===== config.mk =====
export PLATFORM = sky130hd
export DESIGN_NAME = rx_addr_filter
export DESIGN_NICKNAME = d
export VERILOG_FILES = /design/src/rtl/rxaf_pkg.sv /design/src/rtl/rxaf_crc.sv /design/src/rtl/rxaf_addr_cmp.sv /design/src/rtl/rxaf_classify.sv /design/src/rtl/rx_addr_filter.sv
export SDC_FILE = /design/constraint.sdc
export NUM_CORES = 1
export LEC_CHECK = 0
export BUFFER_PORTS_ARGS = -buffer_cell sky130_fd_sc_hd__buf_4
export CAP_MARGIN = 40
export CORE_AREA = 2 2 98 110
export CTS_BUF_LIST = sky130_fd_sc_hd__clkbuf_4
export DETAILED_ROUTE_END_ITERATION = 6
export DIE_AREA = 0 0 100 112
export HOLD_SLACK_MARGIN = 0.15
export MAX_ROUTING_LAYER = met4
export PLACE_DENSITY = 0.63
export SLEW_MARGIN = 20
export SYNTH_ARGS = -nofsm -noshare
export SYNTH_HDL_FRONTEND = slang
export SYNTH_SLANG_ARGS = --single-unit

===== constraint.sdc =====
create_clock -name clk -period 4.2 [get_ports clk]
set_clock_uncertainty 0.05 [all_clocks]
set_input_delay 0.84 -clock clk [delete_from_list [all_inputs] [get_ports clk]]
set_output_delay 0.84 -clock clk [all_outputs]
set_load 0.01 [all_outputs]

===== src/rtl/rxaf_pkg.sv =====
package rxaf_pkg;

    typedef enum logic [1:0] {
        ST_IDLE    = 2'd0,
        ST_COLLECT = 2'd1,
        ST_DONE    = 2'd2
    } rxaf_state_e;

    typedef enum logic [1:0] {
        CL_UNICAST   = 2'd0,
        CL_GROUP     = 2'd1,
        CL_BROADCAST = 2'd2
    } rxaf_class_e;

    typedef struct packed {
        logic promisc;
        logic addr_filt;
        logic ucast_chk;
        logic mcast_en;
        logic hash_en;
        logic bcast_en;
    } rxaf_ctrl_t;

endpackage


===== src/rtl/rxaf_crc.sv =====
module rxaf_crc #(
    parameter int          CRC_W    = 32,
    parameter logic [31:0] CRC_POLY = 32'h04C1_1DB7,
    parameter int          BYTE_W   = 8
) (
    input  logic              clk,
    input  logic              rst_n,
    input  logic              take,
    input  logic              first,
    input  logic [BYTE_W-1:0] data,
    output logic [CRC_W-1:0]  crc_nx
);
    logic [CRC_W-1:0] crc_q;

    // Serial CRC, data bits taken least significant first.
    always_comb begin
        logic [CRC_W-1:0] acc;
        logic             fb;
        acc = first ? {CRC_W{1'b1}} : crc_q;
        for (int b = 0; b < BYTE_W; b++) begin
            fb  = acc[CRC_W-1] ^ data[b];
            acc = {acc[CRC_W-2:0], 1'b0};
            if (fb) begin
                acc = acc ^ CRC_POLY[CRC_W-1:0];
            end
        end
        crc_nx = acc;
    end

    always_ff @(posedge clk or negedge rst_n) begin
        if (!rst_n) begin
            crc_q <= {CRC_W{1'b1}};
        end else if (take) begin
            crc_q <= crc_nx;
        end
    end
endmodule


===== src/rtl/rxaf_addr_cmp.sv =====
module rxaf_addr_cmp #(
    parameter int N_BYTES = 6,
    parameter int IDX_W   = 3
) (
    input  logic                 clk,
    input  logic                 rst_n,
    input  logic                 take,
    input  logic                 first,
    input  logic [IDX_W-1:0]     idx,
    input  logic [7:0]           data,
    input  logic [8*N_BYTES-1:0] station,
    output logic                 match_nx,
    output logic                 bcast_nx,
    output logic                 group_nx
);
    logic [7:0] sta_b [N_BYTES];
    logic [7:0] expect_b;
    logic       match_q;
    logic       bcast_q;
    logic       group_q;

    // Byte 0 sits in the most significant octet.
    for (genvar g = 0; g < N_BYTES; g++) begin : g_split
        assign sta_b[g] = station[8*(N_BYTES-1-g) +: 8];
    end

    always_comb begin
        expect_b = 8'h00;
        for (int k = 0; k < N_BYTES; k++) begin
            if (int'(idx) == k) begin
                expect_b = sta_b[k];
            end
        end
    end

    assign match_nx = (first ? 1'b1 : match_q) & (data == expect_b);
    assign bcast_nx = (first ? 1'b1 : bcast_q) & (data == 8'hFF);
    assign group_nx = first ? data[0] : group_q;

    always_ff @(posedge clk or negedge rst_n) begin
        if (!rst_n) begin
            match_q <= 1'b0;
            bcast_q <= 1'b0;
            group_q <= 1'b0;
        end else if (take) begin
            match_q <= match_nx;
            bcast_q <= bcast_nx;
            group_q <= group_nx;
        end
    end
endmodule


===== src/rtl/rxaf_classify.sv =====
module rxaf_classify
    import rxaf_pkg::*;
#(
    parameter int HASH_IDX_W = 6,
    parameter int TABLE_BITS = 1 << HASH_IDX_W
) (
    input  rxaf_ctrl_t            ctrl,
    input  logic                  match,
    input  logic                  bcast,
    input  logic                  group,
    input  logic [HASH_IDX_W-1:0] hidx,
    input  logic [TABLE_BITS-1:0] table_bits,
    output logic                  accept
);
    rxaf_class_e kind;
    logic        hash_hit;

    always_comb begin
        if (bcast) begin
            kind = CL_BROADCAST;
        end else if (group) begin
            kind = CL_GROUP;
        end else begin
            kind = CL_UNICAST;
        end
    end

    assign hash_hit = table_bits[hidx];

    always_comb begin
        if (ctrl.promisc || !ctrl.addr_filt) begin
            accept = 1'b1;
        end else begin
            unique case (kind)
                CL_BROADCAST: accept = ctrl.bcast_en;
                CL_GROUP:     accept = ctrl.mcast_en & (!ctrl.hash_en | hash_hit);
                CL_UNICAST:   accept = !ctrl.ucast_chk | match;
                default:      accept = 1'b0;
            endcase
        end
    end
endmodule


===== src/rtl/rx_addr_filter.sv =====
module rx_addr_filter
    import rxaf_pkg::*;
#(
    parameter int          ADDR_BYTES = 6,
    parameter int          HASH_IDX_W = 6,
    parameter logic [31:0] CRC_POLY   = 32'h04C1_1DB7
) (
    input  logic        clk,
    input  logic        rst_n,
    input  logic        in_valid,
    input  logic        in_sof,
    input  logic [7:0]  in_data,
    input  logic        cfg_promisc,
    input  logic        cfg_addr_filt,
    input  logic        cfg_ucast_chk,
    input  logic        cfg_mcast_en,
    input  logic        cfg_hash_en,
    input  logic        cfg_bcast_en,
    input  logic [23:0] cfg_sta_hi,
    input  logic [23:0] cfg_sta_lo,
    input  logic [31:0] cfg_hash_lo,
    input  logic [31:0] cfg_hash_hi,
    output logic        dec_valid,
    output logic        dec_accept
);
    localparam int CRC_W      = 32;
    localparam int IDX_W      = $clog2(ADDR_BYTES + 1);
    localparam int TABLE_BITS = 1 << HASH_IDX_W;
    localparam logic [IDX_W-1:0] LAST_IDX = IDX_W'(ADDR_BYTES - 1);

    rxaf_state_e            state_q;
    rxaf_state_e            state_d;
    logic [IDX_W-1:0]       cnt_q;
    logic [IDX_W-1:0]       cur_idx;
    logic                   first;
    logic                   take;
    logic                   last;
    logic [CRC_W-1:0]       crc_nx;
    logic                   match_nx;
    logic                   bcast_nx;
    logic                   group_nx;
    logic                   accept_c;
    rxaf_ctrl_t             ctrl;
    logic [TABLE_BITS-1:0]  table_bits;

    assign first   = in_valid && in_sof;
    assign take    = in_valid && (in_sof || state_q == ST_COLLECT);
    assign cur_idx = first ? '0 : cnt_q;
    assign last    = take && (cur_idx == LAST_IDX);

    assign ctrl.promisc   = cfg_promisc;
    assign ctrl.addr_filt = cfg_addr_filt;
    assign ctrl.ucast_chk = cfg_ucast_chk;
    assign ctrl.mcast_en  = cfg_mcast_en;
    assign ctrl.hash_en   = cfg_hash_en;
    assign ctrl.bcast_en  = cfg_bcast_en;
    assign table_bits     = TABLE_BITS'({cfg_hash_hi, cfg_hash_lo});

    rxaf_crc #(
        .CRC_W    (CRC_W),
        .CRC_POLY (CRC_POLY),
        .BYTE_W   (8)
    ) u_crc (
        .clk    (clk),
        .rst_n  (rst_n),
        .take   (take),
        .first  (first),
        .data   (in_data),
        .crc_nx (crc_nx)
    );

    rxaf_addr_cmp #(
        .N_BYTES (ADDR_BYTES),
        .IDX_W   (IDX_W)
    ) u_cmp (
        .clk      (clk),
        .rst_n    (rst_n),
        .take     (take),
        .first    (first),
        .idx      (cur_idx),
        .data     (in_data),
        .station  ((8*ADDR_BYTES)'({cfg_sta_hi, cfg_sta_lo})),
        .match_nx (match_nx),
        .bcast_nx (bcast_nx),
        .group_nx (group_nx)
    );

    rxaf_classify #(
        .HASH_IDX_W (HASH_IDX_W),
        .TABLE_BITS (TABLE_BITS)
    ) u_cls (
        .ctrl       (ctrl),
        .match      (match_nx),
        .bcast      (bcast_nx),
        .group      (group_nx),
        .hidx       (crc_nx[CRC_W-1 -: HASH_IDX_W]),
        .table_bits (table_bits),
        .accept     (accept_c)
    );

    // Next-state logic.
    always_comb begin
        state_d = state_q;
        unique case (state_q)
            ST_IDLE, ST_COLLECT, ST_DONE: begin
                if (last) begin
                    state_d = ST_DONE;
                end else if (first) begin
                    state_d = ST_COLLECT;
                end
            end
            default: state_d = ST_IDLE;
        endcase
    end

    // State register and byte counter.
    always_ff @(posedge clk or negedge rst_n) begin
        if (!rst_n) begin
            state_q <= ST_IDLE;
            cnt_q   <= '0;
        end else begin
            state_q <= state_d;
            if (take) begin
                cnt_q <= cur_idx + IDX_W'(1);
            end
        end
    end

    // Decision outputs.
    always_ff @(posedge clk or negedge rst_n) begin
        if (!rst_n) begin
            dec_valid  <= 1'b0;
            dec_accept <= 1'b0;
        end else if (last) begin
            dec_valid  <= 1'b1;
            dec_accept <= accept_c;
        end else if (first) begin
            dec_valid  <= 1'b0;
            dec_accept <= 1'b0;
        end
    end
endmodule


---- After elaboration in Yosys (flattened, before gate mapping) ----
Index checks and enable logic that the tools add are counted.
storage, ports and cells
  logic and storage cells ................. 88
  bits of input ports ..................... 130
  output and inout bits ................... 2
  flip-flop bits (word level) ............. 42
operators by class
  add/subtract/negate cells ............... 1
  bitwise logic cells ..................... 21
  reduce and logical (&&, ||, !) cells .... 13
  mux-type cells .......................... 31
  $lt $le $gt $ge ......................... 1
  equality and inequality tests ........... 13
operators by type and width
  operator             number
  $mux 27              8
  $not 14->14          8
  $mux 8               6
  $mux 32              1
  $eq 3x3->1 const B   5
  $mux 1               9
  $eq 8x8->1           1
  $eq 8x8->1 const B   1
  $mux 2               4
  $xor 1x1->1          8
  $lt 6x7->1 const B   1
  $bmux 1 s6           1
  $eq 2x1->1 const B   2
  $eq 2x2->1 const B   2
  $logic_not 2->1      2
  $add 3x1->3 const B  1
  $and 1x1->1          3
  $eq 3x2->1 const B   1
  $logic_and 1x1->1    3
  $logic_not 1->1      3
  $logic_not 3->1      1
  $mux 3               1
  $ne 3x3->1 const B   1
  $pmux 1 s3           1
  other kinds (4)      6

---- Depth between registers and ports, before layout ----
  depth in word-level cells ............... 25
  gate-level depth with buffers ........... 18
  mapped depth without buffers ............ 15

---- Cells and area by module ----
A second synthesis with hierarchy kept.
unflattened totals
  cell total of the unflattened synthesis .. 398
  area total of the unflattened synthesis .. 4,209.0 um^2
modules (own cells, without submodules)
  module          cells each  area an instance (um^2)  times used  seq. area each (um^2)
  rxaf_crc        211         2,369.8                  1           840.8
  rxaf_addr_cmp   105         835.8                    1           75.1
  rxaf_classify   47          619.3                    1           0.0
  rx_addr_filter  35          384.1                    1           175.2

---- Worst setup path after synthesis ----
OpenSTA, ideal clock, no wires.
  path kind ............................... input to register
  from .................................... input port in_valid
  to ...................................... register dec_accept
  required time ........................... 4,056 ps
  setup time .............................. 94 ps
  stages on the path ...................... 16
  setup slack ............................. 472 ps
  buffers on the path ..................... 3
  arrival ................................. 3,584 ps
  path through ............................ nand2_1 > clkbuf_1 > clkbuf_1 > nand2_1 > ha_1 > nor2b_1 > clkbuf_1 > a221o_1 > nand3_1 > a41oi_1 > xor2_1 > nor4_1 > nand4_1 > a31oi_1 > nor2_1 > a211oi_1
on the way
  cells in the longest elaborated chain, start to end .. 20
  elaborated cells between the ends (all ways) .. 62
  those cells by class .................... eq/ne (9); mux (26); bitwise (21); reduce/logical (6)
ends and longest elaborated chain
  item                          line                   text
  start: declaration            rx_addr_filter.sv:10   input logic in_valid,
  $logic_and 1x1->1             rx_addr_filter.sv:46   assign first = in_valid && in_sof;
  $mux 32                       rxaf_crc.sv:19         acc = first ? {CRC_W{1'b1}} : crc_q;
  $mux 27 (3 in a row)          rxaf_crc.sv:23         if (fb) begin
  $not 14->14 (no line)         -
  $mux 27                       rxaf_crc.sv:23
  $not 14->14 (no line)         -
  $mux 27 (3 in a row)          rxaf_crc.sv:23
  $not 14->14 (no line)         -
  $mux 27                       rxaf_crc.sv:23
  $bmux 1 s6                    rxaf_classify.sv:28    assign hash_hit = table_bits[hidx];
  $mux 1 (not written as such)  rxaf_classify.sv:28
  $or 1x1->1                    rxaf_classify.sv:36    CL_GROUP: accept = ctrl.mcast_en & (!ctrl.hash_en | hash_hit);
  $and 1x1->1                   rxaf_classify.sv:36
  $pmux 1 s3                    rxaf_classify.sv:34    unique case (kind)
  $mux 1                        rxaf_classify.sv:31    if (ctrl.promisc || !ctrl.addr_filt) begin
  $mux 1                        rx_addr_filter.sv:134  end else if (last) begin
  end signal: assignment        rx_addr_filter.sv:136  dec_accept <= accept_c;
  end: declaration              rx_addr_filter.sv:24   output logic dec_accept
Parallel ways exist; a longest one is shown, timed or not. The select of a mux whose other input is x is not followed.
A chain may end at the register's enable or synchronous reset.

---- Worst setup path in the final report ----
Ends and elaborated chain as after synthesis.

==> key figures <==
Outcome
  • Status: finished, final reports clean

Logic synthesis
  • FF+latch count, synth: 42
  • Register area share after synthesis: 27.6%
  • Adder-Cell Fraction of Synth Area: about 1.6%
  • Cells after synthesis: 456
  • Synth Area in XOR/XNOR: 22.1%
  • Largest family of logic cells by synthesized area: XOR/XNOR gates
  • Proportion of synthesized area in mux cells: 8.42%
  • Number of library cell types mapped by synthesis: 51
  • Syn Nets: around 600
  • EDFF count, synth: 0
  • Ys Warns: 0
  • Ys flop type: dfstp_2
  • Mapped Area: just under 0.004 sq mm
  • Synth async-reset ratio: 100%
  • Mean Syn Cell Area: 8.67 sq um
  • Synth Area in Simple Gates: 15.9%
  • Synth Area in Compound Gates: 19.4%

Final layout
  • Share of layout cells above drive strength 1: roughly 37%
  • N_diodes: 0
  • Commonest non-fill, non-tap cell in the layout: buf_4
  • Layout area overhead: 30.1%
  • Fillers: 976
  • Multi-input gate area: 0.00266 sq mm
  • Final core utilization: 50.7%
  • Final nets: just over 700
  • Most frequent cells in the layout: 151 x buf_4, 56 x xnor2_1, 53 x nor2_1
  • Reg area: 0.00109 sq mm

Power
  • Switch Pwr: 2.33 mW
  • P_leak: between 2 and 2.5 nW
  • Sequential Power Share: 18.3%
  • Pwr dens: between 900 and 1000 mW/mm^2
  • Sw Ratio: a little under half
  • Int Pwr: about 2.7 mW
  • Clock Power Share: 4.3%
  • Comb power frac: 77.4%
  • Worst VDD drop: 0.621 mV

Flow run
  • Max Cap Violations: 0

Setup path
  • Crit Reg-Reg Endpoint: dec_accept
  • WP buf/inv: 2
  • Reg-to-Reg Start: u_crc.crc_q[27]
  • Worst Setup End Kind: register
  • Worst reg-to-reg path cell count: 12
  • Crit path max-delay family: simple AND/OR/NAND/NOR gates
  • Slowest stage cell, crit path: nor4_1
  • Maximum fanout along the worst path: 10
  • Crit-path cells: buf_4, nand2_1, nand2_1, inv_1, ha_1, ha_1, nand2_1, a21oi_1, o311ai_0, o21ai_0, xor2_1, nor4_1, nand4_1, a31oi_1, nor2_1, a211oi_1
  • Top cell by count, worst path: nand2_1
  • WP data arrival: 3.64 ns
  • CP Class: in2reg
  • CP peak stage delay: 0.35 ns
  • Data required, critical path: 4.44 ns
  • Levels on crit path: 16
  • R2r setup slk: 0.84 ns
  • Setup crit start kind: input port

STA
  • Post-route setup TNS: 0 ns
  • Final Setup Violations: 0
  • Fmax: 0.294 GHz
  • Slew HR: 50.5%
  • Minimum clock period: 3.40 ns
  • Least-Margin Pin Slew: 0.740 ns
  • Hold Fails Final Rpt: 0
  • Max Slew Vio Count: 0
  • Fin crit share: 81.0%
  • RSZ-0062 raised after global routing: no

GRT
  • Initial antenna violation count: 0
  • Largest net degree at the start of global routing: 43
  • Grt total ovfl: 0
  • Number of global-route vias before repair: just under 4000
  • Tot GR Track Use: 22.3%
  • First-pass GRT wire length: 19.3 mm

Clock tree
  • Worst-case clock buffer depth: 2
  • Clock Sinks: between 40 and 50
  • Post-CTS Hold Buffers: 0
  • CTS Buf Count: 5
  • CTS tree: done
  • Post-cts resize count: 0
  • CTS clk-pin slew, worst paths: between 0.1 and 0.15 ns
  • # Post-CTS Setup Buffers: 0
  • Root Driver: clkbuf_4
  • H-tree depth: 2
  • Worst skew pair latency: 0.37 ns

Detailed routing
  • Starting DRT DRC Count: 175
  • Drt drc: 0
  • ANT nets after route: 0
  • DR WL/cell: 17.1 um
  • Post-Route WL: 12.0 mm
  • Via count: 3822
  • Via/cell ratio: 5.41
  • DRT Pass-1 Iters: 5

Floorplanning
  • Row count: 39
  • Die X: 100 um
  • Die area: 0.0112 sq mm
  • Num ports: between 100 and 150
  • Die span in y: 112 um
  • Core region area: 0.0101 sq mm
  • Initial Util: 39.0%

Placement
  • IO buf count: approximately 130
  • DPL Wire Length: 9.58 mm
  • GPL Wtd Cong: 0.898

Worst hold path
  • Worst Hold Class: in2async
[cell usage after synthesis, types with 3 or more instances]
library cell | instances | area, sq um
o21ai_0 | 19 | 95.1
a221o_1 | 6 | 60.1
a21oi_1 | 27 | 135
a31oi_1 | 4 | 25.0
xor2_1 | 25 | 219
nand4_1 | 4 | 25.0
xnor2_1 | 56 | 490
o22ai_1 | 19 | 119
dfrtp_1 | 10 | 250
nand2_1 | 45 | 169
xnor2_2 | 4 | 65.1
clkbuf_1 | 20 | 75.1
nand3_1 | 20 | 100
nor2_1 | 53 | 199
xor2_2 | 3 | 48.8
inv_1 | 11 | 41.3
a32oi_1 | 4 | 35.0
mux4_2 | 13 | 293
and3_1 | 3 | 18.8
nand2b_1 | 7 | 43.8
a22oi_1 | 17 | 128
dfstp_2 | 32 | 841
buf_2 | 5 | 25.0
buf_4 | 4 | 30.0
mux2i_1 | 4 | 40.0
ha_1 | 5 | 62.6
a221oi_1 | 4 | 35.0
[through the flow]
stage	setup slack (ns)	area, sq um	hold WS, ns	power (mW)	std cells
after floorplan	0.472	3950	0.389	3.93	456
after global placement	0.447	5080	0.401	4.73	698
after detailed placement	0.369	5080	0.407	4.80	698
after CTS	0.763	5140	0.397	5.03	706
after global routing	0.371	5140	0.417	5.46	706
final	0.800	5140	0.388	4.99	706
[worst register-to-register path, stage by stage, from the launching register on]
cell	delay [ns]
dfstp_2	0.65
xor2_2	0.26
mux2i_1	0.27
xnor2_1	0.21
xnor2_2	0.16
buf_4	0.22
buf_4	0.25
mux4_2	0.53
a221oi_1	0.27
nor2_1	0.06
nand3b_1	0.16
o211ai_2	0.08
a211oi_1	0.09
[area by class of cell]
class                           count  area share, %
Inverter                           11          0.803
Clock buffer                        6          0.876
Tap cell                          123           2.99
Timing Repair Buffer              151           22.0
Multi-Input combinational cell    371           51.8
Sequential cell                    42           21.2
Clock inverter                      2          0.268
[worst max path at each step]
stage                  start         end  slack [ns]
global placement    in_valid  dec_accept        0.45
global route        in_valid  dec_accept        0.37
CTS                 in_valid  dec_accept        0.76
detailed placement  in_valid  dec_accept        0.37
floorplan           in_valid  dec_accept        0.47
finish              in_valid  dec_accept        0.80
[state kept, by name, summed over array words and instances, names as in the netlist]
name	cells
u_crc.crc_q	32
cnt_q	3
state_q	2
dec_accept	1
dec_valid	1
u_cmp.bcast_q	1
u_cmp.group_q	1
u_cmp.match_q	1
[cell families (layout without fill, tap and decap cells)]
group	count (synthesis)	after routing
simple gates	143	143
xor+xnor	90	90
mux	17	17
fa+ha+maj	5	5
flops	42	42
buf+inv	43	170
compound gates	116	116
[routing by layer]
| metal | share of wire, % | GRT usage, % |
|---|---|---|
| met4 | 2.1 | 5.75 |
| met1 | 41 | 26.7 |
| met5 | 0 | - |
| met2 | 51 | 39.7 |
| met3 | 5.8 | 2.32 |
[power groups by stage]
stage	clock network, mW	registers, mW	logic, mW
floorplan	0	0.821	3.11
CTS	0.222	0.911	3.90
finish	0.213	0.914	3.86
global route	0.228	0.938	4.29
global placement	0	0.912	3.82
detailed placement	0	0.919	3.88
Note: power is estimated with default switching activity, not from simulation.
